File: src/rtl/ptw_pkg.sv
package ptw_pkg;

  typedef enum logic [2:0] {
    ST_IDLE,
    ST_XLATE,
    ST_MEMREQ,
    ST_MEMWAIT,
    ST_WRITE,
    ST_DONE
  } walkState_t;

  // Strobes from control to datapath
  typedef struct packed {
    logic takeReq;        // latch the incoming request
    logic takeXlateFault; // latch translation fault cause
    logic takePaddr;      // latch translated entry address
    logic takePte;        // latch fetched entry word
    logic commit;         // TLB write cycle: advance counter, record address
  } dpCtl_t;

endpackage

File: src/rtl/ptw_ctrl.sv
module ptw_ctrl
  import ptw_pkg::*;
(
  input  logic   clk,
  input  logic   rst_n,
  input  logic   missValid,
  input  logic   isMiss,
  input  logic   xlateFault,
  input  logic   memReqReady,
  input  logic   memRespValid,
  input  logic   updLatched,
  output logic   missReady,
  output logic   xlateValid,
  output logic   memReqValid,
  output logic   tlbWrValid,
  output logic   doneValid,
  output dpCtl_t ctl
);

  walkState_t state, stateNext;

  always_ff @(posedge clk or negedge rst_n) begin
    if (!rst_n) state <= ST_IDLE;
    else        state <= stateNext;
  end

  always_comb begin
    stateNext   = state;
    ctl         = '0;
    missReady   = 1'b0;
    xlateValid  = 1'b0;
    memReqValid = 1'b0;
    tlbWrValid  = 1'b0;
    doneValid   = 1'b0;
    unique case (state)
      ST_IDLE: begin
        missReady = 1'b1;
        if (missValid) begin
          ctl.takeReq = 1'b1;
          stateNext   = isMiss ? ST_XLATE : ST_DONE;
        end
      end
      ST_XLATE: begin
        xlateValid = 1'b1;
        if (xlateFault) begin
          ctl.takeXlateFault = 1'b1;
          stateNext          = ST_DONE;
        end else begin
          ctl.takePaddr = 1'b1;
          stateNext     = ST_MEMREQ;
        end
      end
      ST_MEMREQ: begin
        memReqValid = 1'b1;
        if (memReqReady) stateNext = ST_MEMWAIT;
      end
      ST_MEMWAIT: begin
        if (memRespValid) begin
          ctl.takePte = 1'b1;
          stateNext   = ST_WRITE;
        end
      end
      ST_WRITE: begin
        tlbWrValid = updLatched;
        ctl.commit = updLatched;
        stateNext  = ST_DONE;
      end
      ST_DONE: begin
        doneValid = 1'b1;
        stateNext = ST_IDLE;
      end
      default: stateNext = ST_IDLE;
    endcase
  end

  // an unaccepted request stays up
  a_r4_req_hold: assert property (@(posedge clk) disable iff (!rst_n)
    memReqValid && !memReqReady |=> memReqValid);

  // completion is a single-cycle pulse
  a_r9_done_pulse: assert property (@(posedge clk) disable iff (!rst_n)
    doneValid |=> !doneValid);

endmodule

File: src/rtl/ptw_datapath.sv
module ptw_datapath
  import ptw_pkg::*;
#(
  parameter int ADDR_W    = 32,
  parameter int DATA_W    = 32,
  parameter int NUM_WAYS  = 4,
  parameter int CAUSE_W   = 4,
  parameter int PTE_SHIFT = 10,
  parameter int RING_LSB  = 4,
  parameter int RING_W    = 2,
  localparam int WAY_W    = $clog2(NUM_WAYS),
  localparam int ALIGN_W  = $clog2(DATA_W / 8)
) (
  input  logic               clk,
  input  logic               rst_n,
  input  dpCtl_t             ctl,
  input  logic [ADDR_W-1:0]  missVaddr,
  input  logic               missInsn,
  input  logic               missUpdate,
  input  logic [CAUSE_W-1:0] missCause,
  input  logic               isMiss,
  input  logic [ADDR_W-1:0]  ptBase,
  input  logic [ADDR_W-1:0]  xlatePaddr,
  input  logic [CAUSE_W-1:0] xlateCause,
  input  logic [DATA_W-1:0]  memRespData,
  output logic               updLatched,
  output logic [ADDR_W-1:0]  xlateVaddr,
  output logic [ADDR_W-1:0]  memReqAddr,
  output logic [WAY_W-1:0]   tlbWrWay,
  output logic [ADDR_W-1:0]  tlbWrVaddr,
  output logic [DATA_W-1:0]  tlbWrPte,
  output logic [RING_W-1:0]  tlbWrRing,
  output logic               tlbWrInsn,
  output logic [ADDR_W-1:0]  excVaddr,
  output logic               doneFault,
  output logic [CAUSE_W-1:0] doneCause,
  output logic [DATA_W-1:0]  donePte,
  output logic [RING_W-1:0]  doneRing
);

  localparam logic [ADDR_W-1:0] ALIGN_MASK = {{(ADDR_W-ALIGN_W){1'b1}}, {ALIGN_W{1'b0}}};

  logic [ADDR_W-1:0]  vaddrReg, baseReg, paddrReg;
  logic [DATA_W-1:0]  pteReg;
  logic               insnReg, updReg, faultReg;
  logic [CAUSE_W-1:0] causeReg;
  logic [WAY_W-1:0]   wayCnt;
  logic [WAY_W-1:0]   wayNext;

  always_ff @(posedge clk or negedge rst_n) begin
    if (!rst_n) begin
      vaddrReg <= '0;
      baseReg  <= '0;
      paddrReg <= '0;
      pteReg   <= '0;
      insnReg  <= 1'b0;
      updReg   <= 1'b0;
      faultReg <= 1'b0;
      causeReg <= '0;
    end else begin
      if (ctl.takeReq) begin
        vaddrReg <= missVaddr;
        baseReg  <= ptBase;
        insnReg  <= missInsn;
        updReg   <= missUpdate;
        faultReg <= !isMiss;
        causeReg <= isMiss ? '0 : missCause;
      end
      if (ctl.takeXlateFault) begin
        faultReg <= 1'b1;
        causeReg <= xlateCause;
      end
      if (ctl.takePaddr) paddrReg <= xlatePaddr;
      if (ctl.takePte)   pteReg   <= memRespData;
    end
  end

  // Pre-incremented way counter and exception address
  assign wayNext = wayCnt + 1'b1;

  always_ff @(posedge clk or negedge rst_n) begin
    if (!rst_n) begin
      wayCnt   <= '0;
      excVaddr <= '0;
    end else if (ctl.commit) begin
      wayCnt   <= wayNext;
      excVaddr <= vaddrReg;
    end
  end

  assign xlateVaddr = (baseReg | (vaddrReg >> PTE_SHIFT)) & ALIGN_MASK;
  assign memReqAddr = paddrReg;
  assign updLatched = updReg;
  assign tlbWrWay   = wayNext;
  assign tlbWrVaddr = vaddrReg;
  assign tlbWrPte   = pteReg;
  assign tlbWrRing  = pteReg[RING_LSB +: RING_W];
  assign tlbWrInsn  = insnReg;
  assign doneFault  = faultReg;
  assign doneCause  = causeReg;
  assign donePte    = pteReg;
  assign doneRing   = pteReg[RING_LSB +: RING_W];

  // each commit advances the counter by exactly one
  a_r5_cnt_step: assert property (@(posedge clk) disable iff (!rst_n)
    ctl.commit |=> wayCnt == WAY_W'($past(wayCnt) + 1'b1));

  // the exception address only moves after a committing write
  a_r7_excv_commit: assert property (@(posedge clk) disable iff (!rst_n)
    !$stable(excVaddr) |-> $past(ctl.commit));

endmodule

File: src/rtl/pte_refill_walker.sv
module pte_refill_walker
  import ptw_pkg::*;
#(
  parameter int ADDR_W    = 32,
  parameter int DATA_W    = 32,
  parameter int NUM_WAYS  = 4,
  parameter int CAUSE_W   = 4,
  parameter int MISS_CODE = 1,
  parameter int PTE_SHIFT = 10,
  parameter int RING_LSB  = 4,
  parameter int RING_W    = 2,
  localparam int WAY_W    = $clog2(NUM_WAYS)
) (
  input  logic               clk,
  input  logic               rst_n,
  input  logic               missValid,
  output logic               missReady,
  input  logic [ADDR_W-1:0]  missVaddr,
  input  logic               missInsn,
  input  logic               missUpdate,
  input  logic [CAUSE_W-1:0] missCause,
  input  logic [ADDR_W-1:0]  ptBase,
  output logic               xlateValid,
  output logic [ADDR_W-1:0]  xlateVaddr,
  input  logic [ADDR_W-1:0]  xlatePaddr,
  input  logic [CAUSE_W-1:0] xlateCause,
  output logic               memReqValid,
  input  logic               memReqReady,
  output logic [ADDR_W-1:0]  memReqAddr,
  input  logic               memRespValid,
  input  logic [DATA_W-1:0]  memRespData,
  output logic               tlbWrValid,
  output logic [WAY_W-1:0]   tlbWrWay,
  output logic [ADDR_W-1:0]  tlbWrVaddr,
  output logic [DATA_W-1:0]  tlbWrPte,
  output logic [RING_W-1:0]  tlbWrRing,
  output logic               tlbWrInsn,
  output logic [ADDR_W-1:0]  excVaddr,
  output logic               doneValid,
  output logic               doneFault,
  output logic [CAUSE_W-1:0] doneCause,
  output logic [DATA_W-1:0]  donePte,
  output logic [RING_W-1:0]  doneRing
);

  dpCtl_t ctl;
  logic   isMiss;
  logic   xlateFault;
  logic   updLatched;

  assign isMiss     = (missCause == CAUSE_W'(MISS_CODE));
  assign xlateFault = |xlateCause;

  ptw_ctrl u_ctrl (
    .clk          (clk),
    .rst_n        (rst_n),
    .missValid    (missValid),
    .isMiss       (isMiss),
    .xlateFault   (xlateFault),
    .memReqReady  (memReqReady),
    .memRespValid (memRespValid),
    .updLatched   (updLatched),
    .missReady    (missReady),
    .xlateValid   (xlateValid),
    .memReqValid  (memReqValid),
    .tlbWrValid   (tlbWrValid),
    .doneValid    (doneValid),
    .ctl          (ctl)
  );

  ptw_datapath #(
    .ADDR_W    (ADDR_W),
    .DATA_W    (DATA_W),
    .NUM_WAYS  (NUM_WAYS),
    .CAUSE_W   (CAUSE_W),
    .PTE_SHIFT (PTE_SHIFT),
    .RING_LSB  (RING_LSB),
    .RING_W    (RING_W)
  ) u_dp (
    .clk         (clk),
    .rst_n       (rst_n),
    .ctl         (ctl),
    .missVaddr   (missVaddr),
    .missInsn    (missInsn),
    .missUpdate  (missUpdate),
    .missCause   (missCause),
    .isMiss      (isMiss),
    .ptBase      (ptBase),
    .xlatePaddr  (xlatePaddr),
    .xlateCause  (xlateCause),
    .memRespData (memRespData),
    .updLatched  (updLatched),
    .xlateVaddr  (xlateVaddr),
    .memReqAddr  (memReqAddr),
    .tlbWrWay    (tlbWrWay),
    .tlbWrVaddr  (tlbWrVaddr),
    .tlbWrPte    (tlbWrPte),
    .tlbWrRing   (tlbWrRing),
    .tlbWrInsn   (tlbWrInsn),
    .excVaddr    (excVaddr),
    .doneFault   (doneFault),
    .doneCause   (doneCause),
    .donePte     (donePte),
    .doneRing    (doneRing)
  );

  // a fault never follows a memory request
  a_r2_fault_no_mem: assert property (@(posedge clk) disable iff (!rst_n)
    doneValid && doneFault |-> !$past(memReqValid));

  // a fault never follows a TLB write
  a_r3_fault_no_write: assert property (@(posedge clk) disable iff (!rst_n)
    doneValid && doneFault |-> !$past(tlbWrValid));

endmodule

File: config.mk
export PLATFORM = sky130hd
export DESIGN_NAME = pte_refill_walker
export DESIGN_NICKNAME = d
export VERILOG_FILES = /design/src/rtl/ptw_pkg.sv /design/src/rtl/ptw_ctrl.sv /design/src/rtl/ptw_datapath.sv /design/src/rtl/pte_refill_walker.sv
export SDC_FILE = /design/constraint.sdc
export NUM_CORES = 1
export LEC_CHECK = 0
export CORE_AREA = 2 2 136 138
export CTS_BUF_LIST = sky130_fd_sc_hd__clkbuf_16
export DETAILED_ROUTE_END_ITERATION = 6
export DIE_AREA = 0 0 138 140
export PLACE_DENSITY_LB_ADDON = 0.08
export SYNTH_ARGS = -nofsm -noshare
export SYNTH_HDL_FRONTEND = slang
export SYNTH_HIERARCHICAL = 1
export SYNTH_SLANG_ARGS = --single-unit
File: constraint.sdc
create_clock -name clk -period 2.3 [get_ports clk]
set_input_delay 0.46 -clock clk [delete_from_list [all_inputs] [get_ports clk]]
set_output_delay 0.46 -clock clk [all_outputs]
set_load 0.01 [all_outputs]
## Word level (Yosys, flattened, before mapping)

Cells that the tools add are included.

| operators by class | value |
|---|---|
| muxes and demuxes | 23 |
| reductions and logical operators | 5 |
| $add $sub $neg | 1 |
| equality and inequality tests | 9 |
| bitwise logic cells | 1 |

Operator list:

| cell | count |
|---|---|
| OR 32 x 22 -> 32 bit | 1 |
| two-way mux 3 bit | 5 |
| case mux 3 bit (5 select lines) | 1 |
| two-way mux 1 bit | 13 |
| two-way mux 4 bit | 3 |
| equality test 3 x 2 -> 1 bit, second input constant | 2 |
| equality test 3 bit, second input constant | 2 |
| inequality test 2 bit, second input constant | 3 |
| equality test 4 x 1 -> 1 bit, second input constant | 1 |
| OR reduction 4 bit | 1 |
| equality test 3 x 1 -> 1 bit, second input constant | 1 |
| zero test 3 bit | 1 |
| AND reduction 3 bit | 1 |
| adder 2 x 1 -> 2 bit, second input constant | 1 |
| two-way mux 2 bit | 1 |
| nonzero test 2 bit | 1 |
| zero test 1 bit | 1 |

| storage, ports and cells | value |
|---|---|
| register bits after elaboration | 172 |
| word-level logic and storage cells | 50 |
| bits of input ports | 143 |

## Logic depth before layout (Yosys ltp)

Gate-level depths: netlist of run 1.

| depth | value |
|---|---|
| depth in word-level cells | 4 |
| gate-level depth with buffers | 8 |
| mapped depth without buffers | 5 |

## Cells and area by module

Netlist of run 1, hierarchy kept.

By module, submodules not included:

| module | cells an instance | times used | area each (µm²) | sequential area each (µm²) |
|---|---|---|---|---|
| ptw_datapath | 441 | 1 | 6865.3 | 4179.0 |
| ptw_ctrl | 40 | 1 | 320.3 | 75.1 |
| pte_refill_walker | 2 | 1 | 16.3 | 0.0 |

## Worst setup path before layout of run 1

Ideal clock, no wire load.

| timing | value |
|---|---|
| path kind | input to register |
| start | in xlateCause[1] |
| end | reg u_dp.paddrReg[10], in the netlist u_dp/memReqAddr[10] |
| slack | 281 ps |
| data arrival time | 1894 ps |
| buffers on the path | 2 |
| cell stages on the path | 5 |
| library setup time | 125 ps |
| data required time | 2175 ps |
| cell sequence | or4_1 > nor3_1 > clkbuf_2 > buf_6 > mux2_2 |

RTL lines:

| what | line | text |
|---|---|---|
| start, declared | pte_refill_walker.sv:26 | `input logic [CAUSE_W-1:0] xlateCause,` |
| end signal, assigned | ptw_datapath.sv:73 | `if (ctl.takePaddr) paddrReg <= xlatePaddr;` |
| end, declared | ptw_datapath.sv:43 | `logic [ADDR_W-1:0] vaddrReg, baseReg, paddrReg;` |

## Worst setup path after layout of run 1

| timing | value |
|---|---|
| start | reg u_ctrl.state[0] |
| end | out tlbWrValid |

| between the ends | value |
|---|---|
| longest elaborated chain between the ends | 2 |

Ends and longest elaborated chain:

| what | line | text |
|---|---|---|
| start, declared | ptw_ctrl.sv:20 | `walkState_t state, stateNext;` |
| start signal, assigned | ptw_ctrl.sv:24 | `else state <= stateNext;` |
| equality test 3 bit | ptw_ctrl.sv:35 | `unique case (state)` |
| two-way mux 1 bit | ptw_ctrl.sv:35 |  |
| end, declared | pte_refill_walker.sv:32 | `output logic tlbWrValid,` |

Every way passes these cells.

==> summary.md, run 1 <==
| Metric | Value |
|---|---|
| Status | `finished clean` |
| Hold crit path type | `flip-flop to flip-flop` |
| DR vias/cell | `4.66` |
| Number of buffers added on ports | `347` |
| Worst Max-Slew Pin Slew | `0.500 ns` |
| Post-place setup slack | `-0.157 ns` |
| Simple-gate portion of the synthesized area | `5.04%` |
| Die Y | `140 um` |
| Vias | `4803` |
| Nature of the critical path endpoint | `primary output` |
| Synth unique cells | `35` |
| Worst skew pair latency | `0.42 ns` |
| Setup CP Type | `flip-flop to primary output` |
| Worst hold path depth | `1` |
| Layout cells sized above 1 | `28.6%` |
| Leak pwr | `0.00471 uW` |
| Placer Congestion | `0.738` |
| Critical path arrival | `1.74 ns` |
| Root Driver | `clkbuf_16` |
| Final Util | `62.9%` |
| Cts bufs inserted | `17` |
| CTS max path bufs | `2` |
| Fmax | `454 MHz` |
| Final Setup Violations | `0` |
| Synth Instances | `483` |
| TritonCTS Sinks | `170` |
| Max FO, Critical Path | `10` |
| Mean area per synthesized cell | `14.9 sq um` |
| DR WL/cell | `17.7 um` |
| Synth top area cells | `dfrtp_1 (59%), mux2_2 (23%), buf_4 (5.1%)` |
| FILL cells | `1409` |
| Antenna diode count | `0` |
| Max-slew violations | `0` |
| Die Width | `138 um` |
| I/O pin cnt | `352` |
| Hold WS | `0.485 ns` |
| Pre-antenna DRT Iters | `4` |
| #FFs+latches synth | `170` |
| First-pass GRT wire length | `29000 um` |
| Minimum clock period | `2.20 ns` |
| Area share of the largest cell type after synthesis | `59.1%` |
| Number of max-cap violations | `0` |
| Async set-reset flop share out of synthesis | `100%` |
| Vias in the first global route | `5201` |
| Post-synth EDFFs | `0` |
| Largest net degree at the start of global routing | `52` |
| Final nets | `933` |
| Post-synthesis mux area share | `25.5%` |
| Post-synth top cells | `dfrtp_1 (170), mux2_2 (145), buf_4 (49)` |
| Site Rows | `49` |
| Synth Area in Adders | `0%` |
| Compound-cell area share of the yosys netlist | `1.25%` |
| Total core area | `17800 sq um` |
| Starting Density | `40.5%` |
| DRT Wirelength | `18300 um` |
| Area leader, netlist | `dfrtp_1` |
| DRC Markers | `0` |
| Initial antenna violation count | `0` |
| Max stage delay cell, worst path | `clkdlybuf4s50_1` |
| Reg2reg start | `u_ctrl/state[0]` |
| Layout Skew | `0.00779 ns` |
| WP data required | `1.84 ns` |
| Post-Synth XOR/XNOR Area | `0.365%` |
| Detail Route Antenna Nets | `0` |
| Most common cell in the synthesized netlist | `dfrtp_1` |
| Worst Hold Endpoint | `u_dp/baseReg[20]` |
| Synth Flop Type | `dfrtp_1` |
| Crit-path max cell delay | `0.61 ns` |
| R2R cell count | `3` |
| GRT overflow | `0` |
| DP HPWL | `13800 um` |
| RSZ-0062 raised after global routing | `no` |
| Final WS setup | `0.0952 ns` |
| Area after DPL | `10500 sq um` |
| All-Layer GR Usage | `19.0%` |
| Starting DRT DRC Count | `109` |
| RR Endpoint | `u_dp/excVaddr[23]` |
| Max rail drop VDD | `643 uV` |
| TritonCTS clock tree | `built` |
| Synth warnings | `6` |
| PwrDens | `1400 nW/um^2` |
| Setup crit start kind | `flip-flop` |
| Die area | `19300 sq um` |
| Final Cell Area | `11200 sq um` |
| H-tree levels | `4` |
| Area Growth Syn to Fin | `55.3%` |
| Hold path start | `u_dp/baseReg[20]` |
| Largest family of logic cells by synthesized area | `multiplexers` |
| R2r setup slk | `0.58 ns` |
| Worst-path clk slew | `0.06 ns` |
| Cells along the critical path | `nor3_2 > clkdlybuf4s50_1` |
| Mapped cell area | `7200 sq um` |
| Sequential share of the synthesized area | `59.1%` |
| Fin. Hold Viols | `0` |
| Final Cycle Share | `95.9%` |
| Relative slew margins | `66.6%` |
-- per-stage QoR --
| step | std cells | total power [uW] | TNS (ns) |
|---|---|---|---|
| floorplan | 484 | 8870 | 0 |
| global placement | 998 | 12600 | -4.33 |
| detailed placement | 998 | 12800 | -4.50 |
| CTS | 1030 | 15900 | 0 |
| global route | 1031 | 16500 | 0 |
| finish | 1031 | 15700 | 0 |
-- metal layers --
metal	wire length [um]	vias to the layer above	share of wire, %	track usage, %
li1	-	2228	-	-
met1	6980	2363	38	21.9
met2	9670	185	53	33.5
met3	1190	27	6.5	5.78
met4	446	0	2.4	7.20
met5	0	-	0	0
-- repair_timing --
item,in CTS,in global routing
endpoints found under the setup margin,2,4
cloned,0,0
hold endpoints to repair,47,0
hold buffers,1,0
pin swaps,0,0
buffers inserted,0,1
gates resized for setup,2,1
-- cell type report --
class                      count  area (sq um)  share of cell area, %
sequential                   170          4260                   38.1
clock inverter                14           195                   1.75
timing repair buffer         360          3660                   32.7
multi-input combinational    236          2340                   20.9
tap                          229           287                   2.56
inverter                       5          18.8                  0.168
clock buffer                  17           425                   3.80
-- registers in the layout (all words and copies together) (netlist names), 2 cells and up --
| register | cells |
|---|---|
| u_dp/donePte | 32 |
| u_dp/excVaddr | 32 |
| u_dp/memReqAddr | 32 |
| u_dp/tlbWrVaddr | 32 |
| u_dp/baseReg | 30 |
| u_dp/doneCause | 4 |
| u_ctrl/state | 3 |
| u_dp/wayCnt | 2 |
-- cells in the final DEF (no fill, tap or decap), types with 2 or more instances in the layout --
cell,n
clkdlybuf4s50_1,346
inv_1,5
nand2_1,5
mux2_2,145
buf_12,7
clkbuf_16,17
a31oi_1,4
xor2_1,2
nand2b_1,5
nor3_2,3
a21oi_1,4
mux2_4,10
bufinv_16,4
nor2b_1,5
dfrtp_2,3
dfrtp_1,167
buf_4,4
conb_1,2
or2_2,20
inv_6,3
nor2_2,2
nor3b_1,2
nand3b_1,5
and2_1,2
clkinv_4,2
clkinvlp_4,3
nor2_1,2
mux2_1,5
-- worst max-delay path by stage --
stage | start | to | slack, ns | depth (start not counted)
floorplan | xlateCause[1] | u_dp/memReqAddr[10] | 0.28 | 5
global placement | xlateCause[1] | u_dp/memReqAddr[2] | -0.14 | 5
detailed placement | xlateCause[1] | u_dp/memReqAddr[20] | -0.16 | 5
CTS | u_ctrl/state[2] | doneValid | 0.003 | 3
global route | u_ctrl/state[0] | tlbWrValid | 0.009 | 2
finish | u_ctrl/state[0] | tlbWrValid | 0.1 | 2
-- cells by family (layout without fill, tap and decap cells) --
family,after synthesis,count (layout)
other,1,2
buffers and inverters,78,396
and+or+nand+nor,57,57
AOI/OAI and AO/OA,14,14
muxes,160,160
DFF,170,170
xor gates and xnor gates,3,3
-- power by group --
part | switching [uW] | internal [uW]
clock | 1190 | 1820
sequential | 966 | 4440
combinational | 2610 | 4660
total | 4760 | 10900
-- critical path, delay by kind of cell, from the launching register on --
kind	cells	cell delay, ns
buffers and inverters	1	0.61
DFF	1	0.49
and+or+nand+nor	1	0.23
Power figures use the tool's default switching activity.
==> run 2: changes to the inputs <==
--- a/config.mk
+++ b/config.mk
@@ -8,3 +8,3 @@
 export CORE_AREA = 2 2 136 138
-export CTS_BUF_LIST = sky130_fd_sc_hd__clkbuf_16
+export CTS_CLUSTER_DIAMETER = 200
 export DETAILED_ROUTE_END_ITERATION = 6
==> constraint.sdc (replaced) <==
create_clock -name clk -period 2.3 [get_ports clk]
set_input_delay 0.575 -clock clk [delete_from_list [all_inputs] [get_ports clk]]
set_output_delay 0.575 -clock clk [all_outputs]
set_load 0.01 [all_outputs]
==> summary.md, run 2 (synthesis results as in run 1) <==
| Metric | Value |
|---|---|
| Share of total power in sequential cells | `34.7% (+0.2 points)` |
| Hold buffer count at cts | `0 (-1)` |
| Final Setup Violations | `0 (unchanged)` |
| Worst skew pair latency | `0.43 ns (about the same)` |
| Final Cell Area | `11200 sq um (about the same)` |
| Int Power | `10900 uW (-0.18%)` |
| TritonCTS Sinks | `170 (unchanged)` |
| Layout cells sized above 1 | `28.8% (+0.23 points)` |
| Vias | `4816 (+0.27%)` |
| Antenna diode count | `0 (unchanged)` |
| Final WS setup | `0.0749 ns (-0.0204 ns)` |
| Site Rows | `49 (unchanged)` |
| Minimum clock period | `2.23 ns (+0.0204 ns)` |
| Commonest non-fill, non-tap cell in the layout | `clkdlybuf4s50_1` |
| DR WL/cell | `17.9 um (+1.2%)` |
| Hold crit path type | `primary input to async pin` |
| Layout Skew | `0.0123 ns (+0.00455 ns)` |
| All-Layer GR Usage | `19.4% (+0.36 points)` |
| Starting Density | `40.5% (unchanged)` |
| Most frequent cells in the layout | `clkdlybuf4s50_1 (341), dfrtp_1 (167), mux2_2 (145)` |
| Placer Congestion | `0.757 (+2.6%)` |
| Final Cycle Share | `96.7% (+0.89 points)` |
| Max FO, Critical Path | `4 (-6)` |
| Pre-antenna DRT Iters | `3 (-1)` |
| Number of max-cap violations | `0 (unchanged)` |
| Leak pwr | `0.00476 uW (+1.0%)` |
| Worst-path clk slew | `0.06 ns (about the same)` |
| Largest net degree at the start of global routing | `50 (-3.8%)` |
| I/O pin cnt | `352 (unchanged)` |
| Critical path arrival | `1.65 ns (-0.09 ns)` |
| Starting DRT DRC Count | `161 (+48%)` |
| Detail Route Antenna Nets | `0 (unchanged)` |
| Status | `finished clean` |
| Post-place setup slack | `-0.279 ns (-0.122 ns)` |
| Switch share | `30.3% (-0.091 points)` |
| First-pass GRT wire length | `29400 um (+1.6%)` |
| Max-slew violations | `0 (unchanged)` |
| PwrDens | `1400 nW/um^2 (-0.37%)` |
| Area Growth Syn to Fin | `55.4% (about the same)` |
| CTS max path bufs | `2 (unchanged)` |
| Total core area | `17800 sq um (unchanged)` |
| Max rail drop VDD | `616 uV (-4.1%)` |
| DP HPWL | `14000 um (+2.0%)` |
| Die Y | `140 um (unchanged)` |
| WP data required | `1.73 ns (-0.11 ns)` |
| Vias in the first global route | `5354 (+2.9%)` |
| Logic pwr share | `46.5% (+0.2 points)` |
| Final nets | `936 (+0.32%)` |
| GRT overflow | `0 (unchanged)` |
| Clock share of power | `18.8% (-0.4 points)` |
| Hold WS | `0.0445 ns (-0.441 ns)` |
| Fin. Hold Viols | `0 (unchanged)` |
| Root Driver | `clkbuf_16` |
| Tot Pwr | `15600 uW (-0.31%)` |
| DRT Wirelength | `18600 um (+1.6%)` |
| Die area | `19300 sq um (unchanged)` |
| Fmax | `449 MHz (-0.91%)` |
| Cts bufs inserted | `17 (unchanged)` |
| TritonCTS clock tree | `built` |
| Number of buffers added on ports | `347 (unchanged)` |
| Area after DPL | `10500 sq um (about the same)` |
| Setup CP Type | `flip-flop to primary output` |
| H-tree levels | `4 (unchanged)` |
| Sw power | `4730 uW (-0.61%)` |
| Setup crit start kind | `flip-flop` |
| DRC Markers | `0 (unchanged)` |
| RSZ-0062 raised after global routing | `no` |
| Initial antenna violation count | `1 (+1)` |
| Nature of the critical path endpoint | `primary output` |
| Die Width | `138 um (unchanged)` |
| DR vias/cell | `4.65 (-0.12%)` |
-- run 2: cell types whose count changed in the layout (fill, tap and decap cells not counted), moves of 2 or more --
cell,previous run,this run
clkdlybuf4s50_1,346,341
dlygate4sd2_1,0,3
dlymetal6s2s_1,0,2
clkbuf_1,0,3
clkbuf_8,0,3
inv_6,3,1
buf_4,4,10
-- run 2: worst paths after layout --
path                                     start            endpoint  slack, ns  cells after the start
hold / removal                           rst_n    u_dp/baseReg[13]       0.04                      1
setup / recovery           u_dp/tlbWrVaddr[15]       xlateVaddr[5]       0.07                      2
setup reg to reg               u_ctrl/state[1]   u_dp/excVaddr[20]       0.49                      4
hold reg to reg             u_dp/memReqAddr[6]  u_dp/memReqAddr[6]       0.49                      1
min in group clk            u_dp/memReqAddr[6]  u_dp/memReqAddr[6]       0.49                      1
max in group asynchronous                rst_n     u_ctrl/state[1]       1.56                      2
-- run 2: layout make-up --
type | instances | area, sq um
flip-flops and latches | 170 | 4260
inverters | 5 | 18.8
clock inverters | 9 | 138
repair buffers | 363 | 3670
well taps | 229 | 287
clock buffers | 23 | 478
fillers | 1420 | 6590
multi-input cells | 236 | 2340
-- run 2: stage by stage --
step | std cells | util [%] | TNS [ns]
3_3_place_gp | 999 | 59.3 | -7.63
2_1_floorplan | 484 | - | 0
3_5_place_dp | 999 | 59.3 | -8.51
6_report | 1035 | 62.9 | 0
4_1_cts | 1035 | 62.9 | 0
5_1_grt | 1035 | 62.9 | 0
-- run 2: timing repair --
item / 4_1_cts / 5_1_grt
resized for setup: 6 / 2
setup buffers: 4 / 0
setup endpoints to repair: 5 / 2
-- run 2: layer usage --
| metal | up-vias | part of all wire, % | GRT usage [%] |
|---|---|---|---|
| met3 | 20 | 6.9 | 6.67 |
| met2 | 183 | 54 | 35.0 |
| met1 | 2380 | 38 | 21.4 |
| met4 | 0 | 1.8 | 6.61 |
| met5 | - | 0 | 0 |
| li1 | 2233 | - | - |
-- run 2: worst max-delay path: stages (launching register included) --
cell	delay, ns
dfrtp_1	0.40
or2_2	0.31
clkdlybuf4s50_1	0.52
-- run 2: power groups by stage --
stage          combinational, uW  clock [uW]  sequential [uW]
2_1_floorplan               3110           0             5770
3_3_place_gp                7220           0             5380
3_5_place_dp                7340           0             5490
4_1_cts                     7380        3030             5450
5_1_grt                     7670        3160             5660
6_report                    7260        2940             5430
